$ cat src/rtl/spi_reg_pkg.sv
package spi_reg_pkg;
  localparam int ADDR_W = 7;
  localparam int DATA_W = 8;
  localparam int CTRL_W = 2;
  localparam int FRAME  = 1 + ADDR_W + DATA_W;

  typedef logic [ADDR_W-1:0] addr_t;
  typedef logic [DATA_W-1:0] byte_t;

  // addresses of the trim registers and the sample bytes are fixed by the host software map
  localparam addr_t A_TRIM_X = 7'h16;
  localparam addr_t A_TRIM_Y = 7'h17;
  localparam addr_t A_TRIM_Z = 7'h18;
  localparam addr_t A_CTRL   = 7'h20;
  localparam addr_t A_X_LO   = 7'h28;
  localparam addr_t A_X_HI   = 7'h29;
  localparam addr_t A_Y_LO   = 7'h2A;
  localparam addr_t A_Y_HI   = 7'h2B;
  localparam addr_t A_Z_LO   = 7'h2C;
  localparam addr_t A_Z_HI   = 7'h2D;

  localparam int CTRL_WIRE3 = 0;
  localparam int CTRL_LJUST = 1;
endpackage

$ cat src/rtl/spi_edge_sync.sv
module spi_edge_sync #(
  parameter int STAGES = 2
) (
  input  logic clk,
  input  logic rst_n,
  input  logic cs_n,
  input  logic sclk,
  input  logic sdi,
  output logic rst_sn,
  output logic cs_act,
  output logic sclk_rise,
  output logic sclk_fall,
  output logic sdi_s
);
  logic [1:0]        rst_q;
  logic [STAGES-1:0] cs_q, ck_q, di_q, cs_nx, ck_nx, di_nx;
  logic              ck_prev_q;

  // reset asserts at once, releases after two clocks
  always_ff @(posedge clk or negedge rst_n) begin
    if (!rst_n) rst_q <= 2'b00;
    else        rst_q <= {rst_q[0], 1'b1};
  end
  assign rst_sn = rst_q[1];

  always_comb begin
    cs_nx = {cs_q[STAGES-2:0], cs_n};
    ck_nx = {ck_q[STAGES-2:0], sclk};
    di_nx = {di_q[STAGES-2:0], sdi};
  end

  always_ff @(posedge clk or negedge rst_sn) begin
    if (!rst_sn) begin
      cs_q      <= '1;
      ck_q      <= '1;
      di_q      <= '0;
      ck_prev_q <= 1'b1;
    end else begin
      cs_q      <= cs_nx;
      ck_q      <= ck_nx;
      di_q      <= di_nx;
      ck_prev_q <= ck_q[STAGES-1];
    end
  end

  assign cs_act    = ~cs_q[STAGES-1];
  assign sclk_rise =  ck_q[STAGES-1] & ~ck_prev_q;
  assign sclk_fall = ~ck_q[STAGES-1] &  ck_prev_q;
  assign sdi_s     =  di_q[STAGES-1];
endmodule

$ cat src/rtl/spi_frame_engine.sv
module spi_frame_engine
  import spi_reg_pkg::*;
#(
  parameter int CNT_W = $clog2(FRAME + 1)
) (
  input  logic             clk,
  input  logic             rst_n,
  input  logic             cs_act,
  input  logic             sclk_rise,
  input  logic             sclk_fall,
  input  logic             sdi,
  input  byte_t            rd_data,
  output addr_t            addr,
  output logic             wr_en,
  output byte_t            wr_data,
  output logic             rd_flag,
  output logic             out_en,
  output logic             out_bit,
  output logic [CNT_W-1:0] bit_cnt
);
  localparam int SH_W = (ADDR_W > DATA_W - 1) ? ADDR_W : DATA_W - 1;
  localparam logic [CNT_W-1:0] C_ADDR_LAST = CNT_W'(ADDR_W);
  localparam logic [CNT_W-1:0] C_DATA_FST  = CNT_W'(ADDR_W + 1);
  localparam logic [CNT_W-1:0] C_LAST      = CNT_W'(FRAME - 1);
  localparam logic [CNT_W-1:0] C_END       = CNT_W'(FRAME);

  logic [CNT_W-1:0] cnt_q, cnt_nx;
  logic [SH_W-1:0]  sh_q, sh_nx;
  logic             rw_q, rw_nx, oe_q, oe_nx, ob_q, ob_nx;
  addr_t            addr_q, addr_nx;
  byte_t            tx_q, tx_nx;

  assign wr_data = {sh_q[DATA_W-2:0], sdi};

  always_comb begin
    cnt_nx  = cnt_q;
    sh_nx   = sh_q;
    rw_nx   = rw_q;
    addr_nx = addr_q;
    tx_nx   = tx_q;
    oe_nx   = oe_q;
    ob_nx   = ob_q;
    wr_en   = 1'b0;
    if (!cs_act) begin
      cnt_nx = '0;
      oe_nx  = 1'b0;
      ob_nx  = 1'b0;
    end else if (sclk_rise && cnt_q != C_END) begin
      sh_nx  = {sh_q[SH_W-2:0], sdi};
      cnt_nx = cnt_q + 1'b1;
      if (cnt_q == C_ADDR_LAST) begin
        rw_nx   = sh_q[ADDR_W-1];
        addr_nx = {sh_q[ADDR_W-2:0], sdi};
      end
      if (cnt_q == C_LAST && !rw_q) wr_en = 1'b1;
    end else if (sclk_fall) begin
      if (cnt_q == C_DATA_FST && rw_q) begin
        oe_nx = 1'b1;
        ob_nx = rd_data[DATA_W-1];
        tx_nx = {rd_data[DATA_W-2:0], 1'b0};
      end else if (cnt_q == C_END) begin
        oe_nx = 1'b0;
        ob_nx = 1'b0;
      end else if (oe_q) begin
        ob_nx = tx_q[DATA_W-1];
        tx_nx = {tx_q[DATA_W-2:0], 1'b0};
      end
    end
  end

  always_ff @(posedge clk or negedge rst_n) begin
    if (!rst_n) begin
      cnt_q  <= '0;
      sh_q   <= '0;
      rw_q   <= 1'b0;
      addr_q <= '0;
      tx_q   <= '0;
      oe_q   <= 1'b0;
      ob_q   <= 1'b0;
    end else begin
      cnt_q  <= cnt_nx;
      sh_q   <= sh_nx;
      rw_q   <= rw_nx;
      addr_q <= addr_nx;
      tx_q   <= tx_nx;
      oe_q   <= oe_nx;
      ob_q   <= ob_nx;
    end
  end

  assign addr    = addr_q;
  assign rd_flag = rw_q;
  assign out_en  = oe_q;
  assign out_bit = ob_q;
  assign bit_cnt = cnt_q;
endmodule

$ cat src/rtl/spi_reg_bank.sv
module spi_reg_bank
  import spi_reg_pkg::*;
#(
  parameter int SMP_W = 12,
  parameter int IMG_W = CTRL_W + 3 * DATA_W
) (
  input  logic             clk,
  input  logic             rst_n,
  input  logic             wr_en,
  input  addr_t            addr,
  input  byte_t            wr_data,
  input  logic [SMP_W-1:0] smp_x,
  input  logic [SMP_W-1:0] smp_y,
  input  logic [SMP_W-1:0] smp_z,
  output byte_t            rd_data,
  output logic             wire3,
  output logic [IMG_W-1:0] state_img
);
  localparam int WORD_W = 2 * DATA_W;
  localparam int PAD    = WORD_W - SMP_W;

  byte_t             trim_q [3];
  byte_t             trim_nx [3];
  logic [CTRL_W-1:0] ctrl_q, ctrl_nx;
  logic [SMP_W-1:0]  smp  [3];
  logic [WORD_W-1:0] word [3];

  assign smp[0] = smp_x;
  assign smp[1] = smp_y;
  assign smp[2] = smp_z;

  for (genvar a = 0; a < 3; a++) begin : g_fmt
    assign word[a] = ctrl_q[CTRL_LJUST] ? {smp[a], {PAD{1'b0}}}
                                        : {{PAD{smp[a][SMP_W-1]}}, smp[a]};
  end

  always_comb begin
    trim_nx = trim_q;
    ctrl_nx = ctrl_q;
    if (wr_en) begin
      case (addr)
        A_TRIM_X: trim_nx[0] = wr_data;
        A_TRIM_Y: trim_nx[1] = wr_data;
        A_TRIM_Z: trim_nx[2] = wr_data;
        A_CTRL:   ctrl_nx    = wr_data[CTRL_W-1:0];
        default:  ;
      endcase
    end
  end

  always_ff @(posedge clk or negedge rst_n) begin
    if (!rst_n) begin
      trim_q <= '{default: '0};
      ctrl_q <= '0;
    end else begin
      trim_q <= trim_nx;
      ctrl_q <= ctrl_nx;
    end
  end

  always_comb begin
    case (addr)
      A_TRIM_X: rd_data = trim_q[0];
      A_TRIM_Y: rd_data = trim_q[1];
      A_TRIM_Z: rd_data = trim_q[2];
      A_CTRL:   rd_data = DATA_W'(ctrl_q);
      A_X_LO:   rd_data = word[0][DATA_W-1:0];
      A_X_HI:   rd_data = word[0][WORD_W-1:DATA_W];
      A_Y_LO:   rd_data = word[1][DATA_W-1:0];
      A_Y_HI:   rd_data = word[1][WORD_W-1:DATA_W];
      A_Z_LO:   rd_data = word[2][DATA_W-1:0];
      A_Z_HI:   rd_data = word[2][WORD_W-1:DATA_W];
      default:  rd_data = '0;
    endcase
  end

  assign wire3     = ctrl_q[CTRL_WIRE3];
  assign state_img = {ctrl_q, trim_q[2], trim_q[1], trim_q[0]};
endmodule

$ cat src/rtl/spi_reg_slave.sv
module spi_reg_slave
  import spi_reg_pkg::*;
#(
  parameter int SYNC_STAGES = 2,
  parameter int SMP_W       = 12
) (
  input  logic             clk,
  input  logic             rst_n,
  input  logic             spi_cs_n,
  input  logic             spi_sclk,
  input  logic             sdio_i,
  output logic             sdio_o,
  output logic             sdio_oe,
  output logic             miso_o,
  input  logic [SMP_W-1:0] smp_x,
  input  logic [SMP_W-1:0] smp_y,
  input  logic [SMP_W-1:0] smp_z
);
  localparam int CNT_W = $clog2(FRAME + 1);
  localparam int IMG_W = CTRL_W + 3 * DATA_W;

  logic             rst_sn, cs_act, sclk_rise, sclk_fall, sdi_s;
  logic             wr_en, rd_flag, out_en, out_bit, wire3;
  addr_t            addr;
  byte_t            wr_data, rd_data;
  logic [CNT_W-1:0] bit_cnt;
  logic [IMG_W-1:0] state_img;

  spi_edge_sync #(.STAGES(SYNC_STAGES)) u_sync (
    .clk(clk), .rst_n(rst_n), .cs_n(spi_cs_n), .sclk(spi_sclk), .sdi(sdio_i),
    .rst_sn(rst_sn), .cs_act(cs_act), .sclk_rise(sclk_rise),
    .sclk_fall(sclk_fall), .sdi_s(sdi_s)
  );

  spi_frame_engine #(.CNT_W(CNT_W)) u_frame (
    .clk(clk), .rst_n(rst_sn), .cs_act(cs_act), .sclk_rise(sclk_rise),
    .sclk_fall(sclk_fall), .sdi(sdi_s), .rd_data(rd_data), .addr(addr),
    .wr_en(wr_en), .wr_data(wr_data), .rd_flag(rd_flag), .out_en(out_en),
    .out_bit(out_bit), .bit_cnt(bit_cnt)
  );

  spi_reg_bank #(.SMP_W(SMP_W), .IMG_W(IMG_W)) u_bank (
    .clk(clk), .rst_n(rst_sn), .wr_en(wr_en), .addr(addr), .wr_data(wr_data),
    .smp_x(smp_x), .smp_y(smp_y), .smp_z(smp_z), .rd_data(rd_data),
    .wire3(wire3), .state_img(state_img)
  );

  assign sdio_o  = out_bit;
  assign sdio_oe = out_en & wire3;
  assign miso_o  = out_en & ~wire3 & out_bit;
endmodule

$ cat config.mk
export PLATFORM = sky130hd
export DESIGN_NAME = spi_reg_slave
export DESIGN_NICKNAME = d
export VERILOG_FILES = /design/src/rtl/spi_reg_pkg.sv /design/src/rtl/spi_edge_sync.sv /design/src/rtl/spi_frame_engine.sv /design/src/rtl/spi_reg_bank.sv /design/src/rtl/spi_reg_slave.sv
export SDC_FILE = /design/constraint.sdc
export NUM_CORES = 1
export LEC_CHECK = 0
export BUFFER_PORTS_ARGS = -buffer_cell sky130_fd_sc_hd__buf_2
export CAP_MARGIN = 30
export CORE_MARGIN = 3
export CORE_UTILIZATION = 40
export DETAILED_ROUTE_END_ITERATION = 8
export SLEW_MARGIN = 5
export SYNTH_ARGS = -nofsm -noshare
export SYNTH_HDL_FRONTEND = slang
export SYNTH_SLANG_ARGS = --single-unit
$ cat constraint.sdc
create_clock -name clk -period 4.4 [get_ports clk]
set_input_delay 0.88 -clock clk [delete_from_list [all_inputs] [get_ports clk]]
set_output_delay 0.88 -clock clk [all_outputs]
set_load 0.01 [all_outputs]
==> impl_metrics.toml, run 1 <==
[grt]
grt_pass1_wl_um = 15700
grt_use_total = 0.194
grt-ovfl-total = 0
grt_antenna_before_repair = 0
grt_max_degree = 38
first_global_vias = 2880

[yosys]
yosysWarnings = 0
seq_area_frac_synth = 0.428
synth_area_leaders = "dfrtp_1 39%, mux2_2 16%, dfstp_2 3.5%"
synth-xor-area-share = 0.00467
synth_edf_count = 0
yosysTopAreaCell = "dfrtp_1"
ys_ff_latch = 64
synthCells = 331
synth_area_sq_um = 3750
yosysTopAreaCellShare = 0.393
synthMuxAreaShare = 0.222
syn_area_per_cell_sq_um = 11.3
synth-simple-area-share = 0.179
syn-num-nets = 375
synthAdderAreaFrac = 0.0100
synthArstFlopShare = 1.00
synth_ff_type = "dfrtp_1"
synthDistinctLibCells = 64
synth_compound_area_frac = 0.127
synth_top_family_by_area = "multiplexers"

[timing]
fmax_ghz = 0.377
finalSetupViolations = 0
worstMarginPinSlew_ns = 0.881
rsz0062_at_grt = "no"
worst_slack_ns = 1.75
period_share = 0.603
slew_viol_final = 0
fin_crit_ns = 2.65
slew_headroom = 0.413
hold_viol = 0
tns_ns = 0
fin_worst_skew_ns = 0.0104

[clocking]
cts_max_path_buffers = 2
hold_buffers = 0
htree_levels = 3
cts.clk_slew.worst_paths_ns = 0.07
clock_latency_ns = 0.33
cts_tree = "done"
cts_made_buffers = 9
clock-root-buffer = "clkbuf_8"
cts_sinks = 64
cts_resized = 0
cts_setup_buffers = 0

[power_and_ir_drop]
leakage_nw = 1.79
power_density_nw_per_um2 = 285
ir_drop_mv = 0.150

[die]
coreArea_sq_um = 8930
dieArea_sq_um = 10600
num_rows = 34
die_h_um = 103
initial_core_util = 0.420
die_w_um = 103
ios = 44

[flow_run]
cap_violations = 0

[finish]
n_antenna_cell = 0
fin_area_sq_um = 4240
area_delta_synth_final_pct = 13.0
nets = 413
drive_gt1_frac = 0.388

[status]
status = "complete, no violations"

[place]
portBuffers = 43
dp_hpwl_um = 7220
placed_cell_area_sq_um = 4070
place.gp.congestion = 0.899
preCtsSetupSlack_ns = 1.80

[setup_path]
worstSetupPathType = "register to register"
crit_path_max_fanout = 25
start_kind = "register"
cp.required_ns = 4.63
cp-end-kind = "register"
arrival_ns = 2.88

[routing]
route.detailed.drc = 0
num_vias = 2840
viasPerCell = 5.89
wl_per_cell_um = 20.1
drt-total-wl_um = 9670
ant_nets = 0
first_iter_violations = 204
drt_pass1_iterations = 4

[hold_path]
hp-class = "register to asynchronous set/reset pin"
## path summary, 6_finish.rpt
| check | start | endpoint | slack [ns] | cells past startpoint |
|---|---|---|---|---|
| max in group asynchronous | u_sync.rst_q[1] | u_frame.addr[0] | 3.24 | 1 |
| hold / removal | u_sync.rst_q[1] | u_frame.sh_q[6] | 0.27 | 0 |
| setup reg to reg | u_bank.ctrl_q[1] | u_frame.tx_q[6] | 1.75 | 6 |
| min in group clk | u_sync.di_q[0] | u_sync.di_q[1] | 0.35 | 0 |
| hold reg to reg | u_sync.rst_q[1] | u_frame.sh_q[6] | 0.27 | 0 |
| setup / recovery | u_bank.ctrl_q[1] | u_frame.tx_q[6] | 1.75 | 6 |
## cells in the final DEF (no fill, tap or decap), types with 4 or more instances in the layout
cell type  instances
buf_2             43
dfstp_2            5
nand4b_1           4
or3_1              4
nand2_1           17
nand4_1            5
a31o_2             4
mux2_2            55
nor2_1            12
clkbuf_8          11
nor4_1             5
o21ai_0           11
mux2i_1           10
a21oi_1            8
nor2b_1            5
a22oi_1            7
and3_1             6
nand2b_1           5
inv_1              6
a22o_1             7
mux4_2             5
nand3_1            5
dfrtp_1           58
nor4b_1            4
## layout make-up
| class | instances | area, sq um |
|---|---|---|
| fillers | 838 | 4690 |
| clock inverters | 3 | 17.5 |
| inverters | 6 | 22.5 |
| repair buffers | 46 | 258 |
| well taps | 108 | 135 |
| clock buffers | 13 | 159 |
| flip-flops and latches | 64 | 1610 |
| multi-input cells | 242 | 2040 |
## cell families (layout without fill, tap and decap cells)
family,after synthesis,in the layout
xor gates and xnor gates,2,2
buffers and inverters,25,68
and+or+nand+nor,101,101
muxes,70,70
AOI/OAI and AO/OA,65,65
DFF,64,64
other,1,1
adders and majority gates,3,3
## power breakdown
group / total, W / switching [W] / internal [W]
registers: 0.000675 / 0.0000519 / 0.000623
clock network: 0.000444 / 0.000211 / 0.000234
logic: 0.0000907 / 0.0000384 / 0.0000522
total: 0.00121 / 0.000301 / 0.000909
## metal layers
metal  track usage  vias up  share of wire
met1         0.282     1382           0.47
li1              -     1352              -
met5             0        -              0
met3        0.0338       13          0.051
met4        0.0817        0          0.023
met2         0.285       93           0.45
## stage by stage
step                total power (W)  instances  hold WS [ns]  utilization
floorplan                  0.000723        331         0.331            -
CTS                         0.00123        482         0.296        0.475
finish                      0.00121        482         0.272        0.475
global route                0.00127        482         0.300        0.475
detailed placement         0.000779        466         0.296        0.455
global placement           0.000776        465         0.285        0.452
## sequential cells by signal, summed over array words and instances (netlist names)
signal            cells
u_bank.ctrl_q         2
u_bank.state_img     24
u_frame.addr          7
u_frame.bit_cnt       5
u_frame.out_bit       1
u_frame.out_en        1
u_frame.rd_flag       1
u_frame.sh_q          7
u_frame.tx_q          7
u_sync.ck_prev_q      1
u_sync.ck_q           2
u_sync.cs_q           2
u_sync.di_q           2
u_sync.rst_q          2
## critical path: stages (launching register included)
cell	delay, ns
dfrtp_1	0.59
buf_4	0.39
mux4_2	0.54
nor4b_1	0.17
a221oi_1	0.41
o211ai_1	0.18
a31o_2	0.27
## synthesized netlist by cell type (all sizes together), types with 4 or more instances
cell type / instances
or3: 4
and3: 6
a22oi: 7
clkbuf: 10
mux2i: 10
nand3: 5
nor3: 5
dfstp: 5
o21ai: 11
mux4: 5
mux2: 55
dfrtp: 59
a31o: 4
nor4: 5
inv: 6
nor2b: 5
nor2: 12
nand2: 20
nand4b: 4
a21oi: 8
nor4b: 6
buf: 9
nand2b: 5
nor3b: 4
a22o: 7
nand4: 5
(Power assumes the default switching activity.)
==> run 2, diff against run 1 <==
clock period = 2.8 ns   (was 4.4 ns; I/O delays follow)
==> impl_metrics.toml, run 2 (synthesized netlist as in run 1, its figures left out) <==
[finish]
mostFrequentLayoutCell = "dfrtp_1"
final_cell_mix = "58 x dfrtp_1, 55 x mux2_2, 43 x buf_2"
area_delta_synth_final_pct = 15.3
n_antenna_cell = 0
drive_gt1_frac = 0.401
largest_register_ffs = 24
nets = 421
final_util = 0.484

[status]
status = "complete, no violations"

[setup_path]
path_cells = "buf_4, buf_4, nor4_1, a22o_1, nor4_1, o41ai_1"
cp-end-kind = "register"
worstSetupPathType = "register to register"
cpMaxStageDelayCell = "nor4_1"
start_kind = "register"
arrival_ns = 2.64
crit_family = "simple AND/OR/NAND/NOR gates"
worst-path-buf-inv = 2
crit_path_max_fanout = 15
cp.required_ns = 3.01
cpPeakStageDelay_ns = 0.67

[clocking]
cts_max_path_buffers = 2
clock-root-buffer = "clkbuf_8"
cts_sinks = 64
htree_levels = 3
hold_buffers = 1
cts_setup_buffers = 0
clock_latency_ns = 0.33
cts_tree = "done"
cts_made_buffers = 9
cts.clk_slew.worst_paths_ns = 0.08
cts_resized = 0

[die]
num_rows = 34
ios = 44
die_w_um = 103
dieArea_sq_um = 10600
die_h_um = 103
initial_core_util = 0.420
coreArea_sq_um = 8930

[timing]
slew_viol_final = 0
period_share = 0.865
hold_viol = 0
fin_crit_ns = 2.42
slew_headroom = 0.487
finalSetupViolations = 0
rsz0062_at_grt = "no"
worstMarginPinSlew_ns = 0.762
fmax_ghz = 0.413
fin_worst_skew_ns = 0.0142
tns_ns = 0

[routing]
wl_met1_um = 4640
viasPerCell = 5.93
num_vias = 2905
route.detailed.drc = 0
drt-total-wl_um = 9730
ant_nets = 0
met3_length_um = 412
drt_pass1_iterations = 4
dr.max_layer_used = "met4"
dr_wl_met2_um = 4350
wl_per_cell_um = 19.8
first_iter_violations = 174

[place]
portBuffers = 43
place.gp.congestion = 0.934
dp_hpwl_um = 7320

[power_and_ir_drop]
p_seq_frac = 0.508
switching_power_w = 0.000503
switching_share = 0.240
ir_drop_mv = 0.194
leakage_nw = 1.85
p_comb_frac = 0.072
power.share.clock = 0.420
cell_internal_pwr_w = 0.00159
power_density_nw_per_um2 = 483

[grt]
grt_max_degree = 41
grt-ovfl-total = 0
grt_antenna_before_repair = 0
grt_pass1_wl_um = 15500
grt_use_total = 0.191
first_global_vias = 2902

[flow_run]
cap_violations = 0

[hold_path]
hp-class = "register to asynchronous set/reset pin"
## run 2: changes by cell type in the layout (fill, tap and decap cells not counted), sizes merged
cell,previous run,this run
inv,6,7
clkbuf,13,11
clkinvlp,1,0
dlygate4sd3,0,1
buf,46,53
bufinv,0,2
## run 2: final cells by class
class	count	area, sq um
fill	825	4610
multi-input combinational	242	2040
sequential	64	1610
timing repair buffer	54	300
clock buffer	11	141
tap	108	135
clock inverter	5	78.8
inverter	6	22.5
## run 2: final timing paths
kind	start	depth (start not counted)	endpoint	slack [ns]
max in group asynchronous	u_sync.rst_q[1]	1	u_bank.state_img[12]	2.11
min reg2reg	u_sync.rst_q[1]	1	u_frame.bit_cnt[4]	0.25
min	u_sync.rst_q[1]	1	u_frame.bit_cnt[4]	0.25
max	u_frame.addr[0]	6	u_frame.out_bit	0.38
max reg2reg	u_frame.addr[0]	6	u_frame.out_bit	0.38
min in group clk	spi_sclk	1	u_sync.ck_q[0]	0.33
## run 2: through the flow
step,cell area (sq um),instances,worst slack (ns),hold WS (ns),power [W]
after floorplan,3750,331,0.632,0.264,0.00114
after global placement,4100,473,0.452,0.254,0.00123
after detailed placement,4100,473,0.406,0.254,0.00123
after CTS,4330,490,0.418,0.255,0.00212
after global routing,4330,490,0.202,0.288,0.00218
final,4330,490,0.377,0.248,0.00209
## run 2: per-layer routing
layer | vias up | GRT usage
li1 | 1375 | -
met1 | 1443 | 0.270
met2 | 70 | 0.293
met3 | 17 | 0.0223
met4 | 0 | 0.0906
met5 | - | 0
## run 2: power by group through the flow
stage,Clock (W),Sequential [W],Combinational [W]
floorplan,0,0.00105,0.0000845
global placement,0,0.00108,0.000148
detailed placement,0,0.00108,0.000152
CTS,0.000905,0.00106,0.000154
global route,0.000938,0.00107,0.000167
finish,0.000879,0.00106,0.000151
==> run 3, diff against run 2 <==
RECOVER_POWER = 25   (was unset)
==> impl_metrics.toml, run 3 (synthesized netlist as in run 1, its figures left out) <==
[status]
status = "complete, no violations"

[clocking]
cts_max_path_buffers = 2
htree_levels = 3
cts_made_buffers = 9
clock_latency_ns = 0.33
cts_setup_buffers = 0
clock-root-buffer = "clkbuf_8"
cts.clk_slew.worst_paths_ns = 0.08
cts_tree = "done"
hold_buffers = 1
cts_sinks = 64
cts_resized = 0

[place]
dp_cells = 473
portBuffers = 43
placed_cell_area_sq_um = 4100
place.gp.congestion = 0.934
dp_hpwl_um = 7320

[power_and_ir_drop]
cell_internal_pwr_w = 0.00159
ir_drop_mv = 0.194
p_comb_frac = 0.072
p_seq_frac = 0.508
switching_power_w = 0.000503
leakage_nw = 1.84
power.share.clock = 0.420
power_density_nw_per_um2 = 484
power.total_w = 0.00209
switching_share = 0.240

[timing]
rsz0062_at_grt = "no"
tns_ns = 0
slew_headroom = 0.183
fin_crit_ns = 2.42
fin_worst_skew_ns = 0.0141
hold_viol = 0
fmax_ghz = 0.413
slew_viol_final = 0
period_share = 0.865
worstMarginPinSlew_ns = 1.23
finalSetupViolations = 0

[finish]
mostFrequentLayoutCell = "dfrtp_1"
final_cells = 490
final_cell_mix = "58 x dfrtp_1, 55 x mux2_2, 42 x buf_2"
nets = 421
area_delta_synth_final_pct = 15.2
drive_gt1_frac = 0.393
n_antenna_cell = 0
fin_area_sq_um = 4320
largest_register_ffs = 24

[setup_path]
start_kind = "register"
crit_path_max_fanout = 15
r2r-end = "u_frame.out_bit"
cp-end-kind = "register"
arrival_ns = 2.64
worstReg2RegStart = "u_frame.addr[0]"
cp.required_ns = 3.01
worstSetupPathType = "register to register"
reg2reg_depth = 6
rrSetupSlack_ns = 0.38

[routing]
drt_pass1_iterations = 4
viasPerCell = 5.94
wl_per_cell_um = 19.9
num_vias = 2910
first_iter_violations = 173
route.detailed.drc = 0
ant_nets = 0
drt-total-wl_um = 9740

[grt]
grt_max_degree = 41
grt_antenna_before_repair = 0
first_global_vias = 2902
grt_use_total = 0.191
grt_pass1_wl_um = 15500
grt-ovfl-total = 0

[die]
die_w_um = 103
ios = 44
initial_core_util = 0.420
dieArea_sq_um = 10600
num_rows = 34
coreArea_sq_um = 8930
die_h_um = 103

[flow_run]
cap_violations = 0

[hold_path]
hp-class = "register to asynchronous set/reset pin"
==> run 3: worst max-delay path, stage by stage, from the launching register on <==
cell,delay (ns)
dfrtp_1,0.59
buf_4,0.29
buf_4,0.18
nor4_1,0.67
a22o_1,0.24
nor4_1,0.08
o41ai_1,0.27
==> run 3: cell type report <==
cell class | count | area, sq um
Inverter | 6 | 22.5
Fill cell | 827 | 4610
Clock inverter | 5 | 78.8
Multi-Input combinational cell | 242 | 2040
Tap cell | 108 | 135
Timing Repair Buffer | 54 | 295
Clock buffer | 11 | 141
Sequential cell | 64 | 1610
==> run 3: power groups by stage <==
stage / clock, W / combinational (W) / sequential (W)
6_report: 0.000878 / 0.000150 / 0.00106
5_1_grt: 0.000938 / 0.000167 / 0.00107
4_1_cts: 0.000905 / 0.000154 / 0.00106
3_5_place_dp: 0 / 0.000152 / 0.00108
3_3_place_gp: 0 / 0.000148 / 0.00108
2_1_floorplan: 0 / 0.0000845 / 0.00105
==> run 3: worst max-delay path by stage <==
| stage | depth (start not counted) | startpoint | end | slack (ns) |
|---|---|---|---|---|
| 6_report | 6 | u_frame.addr[0] | u_frame.out_bit | 0.38 |
| 5_1_grt | 6 | u_frame.addr[0] | u_frame.out_bit | 0.20 |
| 4_1_cts | 6 | u_frame.addr[0] | u_frame.tx_q[2] | 0.42 |
| 3_5_place_dp | 6 | u_frame.addr[0] | u_frame.tx_q[2] | 0.41 |
| 3_3_place_gp | 6 | u_frame.addr[0] | u_frame.tx_q[2] | 0.45 |
| 2_1_floorplan | 8 | u_frame.bit_cnt[0] | u_bank.ctrl_q[0] | 0.63 |
==> run 3: metal layers <==
| layer | part of all wire | vias to the layer above | GRT usage |
|---|---|---|---|
| met4 | 0.033 | 0 | 0.0906 |
| met2 | 0.45 | 72 | 0.293 |
| met1 | 0.48 | 1446 | 0.270 |
| met3 | 0.043 | 17 | 0.0223 |
| met5 | 0 | - | 0 |
| li1 | - | 1375 | - |
==> run 3: per-stage QoR <==
step                hold WS, ns   util  setup slack [ns]
detailed placement        0.254  0.459             0.406
finish                    0.326  0.484             0.377
floorplan                 0.264      -             0.632
global placement          0.254  0.459             0.452
CTS                       0.255  0.484             0.418
global route              0.317  0.484             0.202
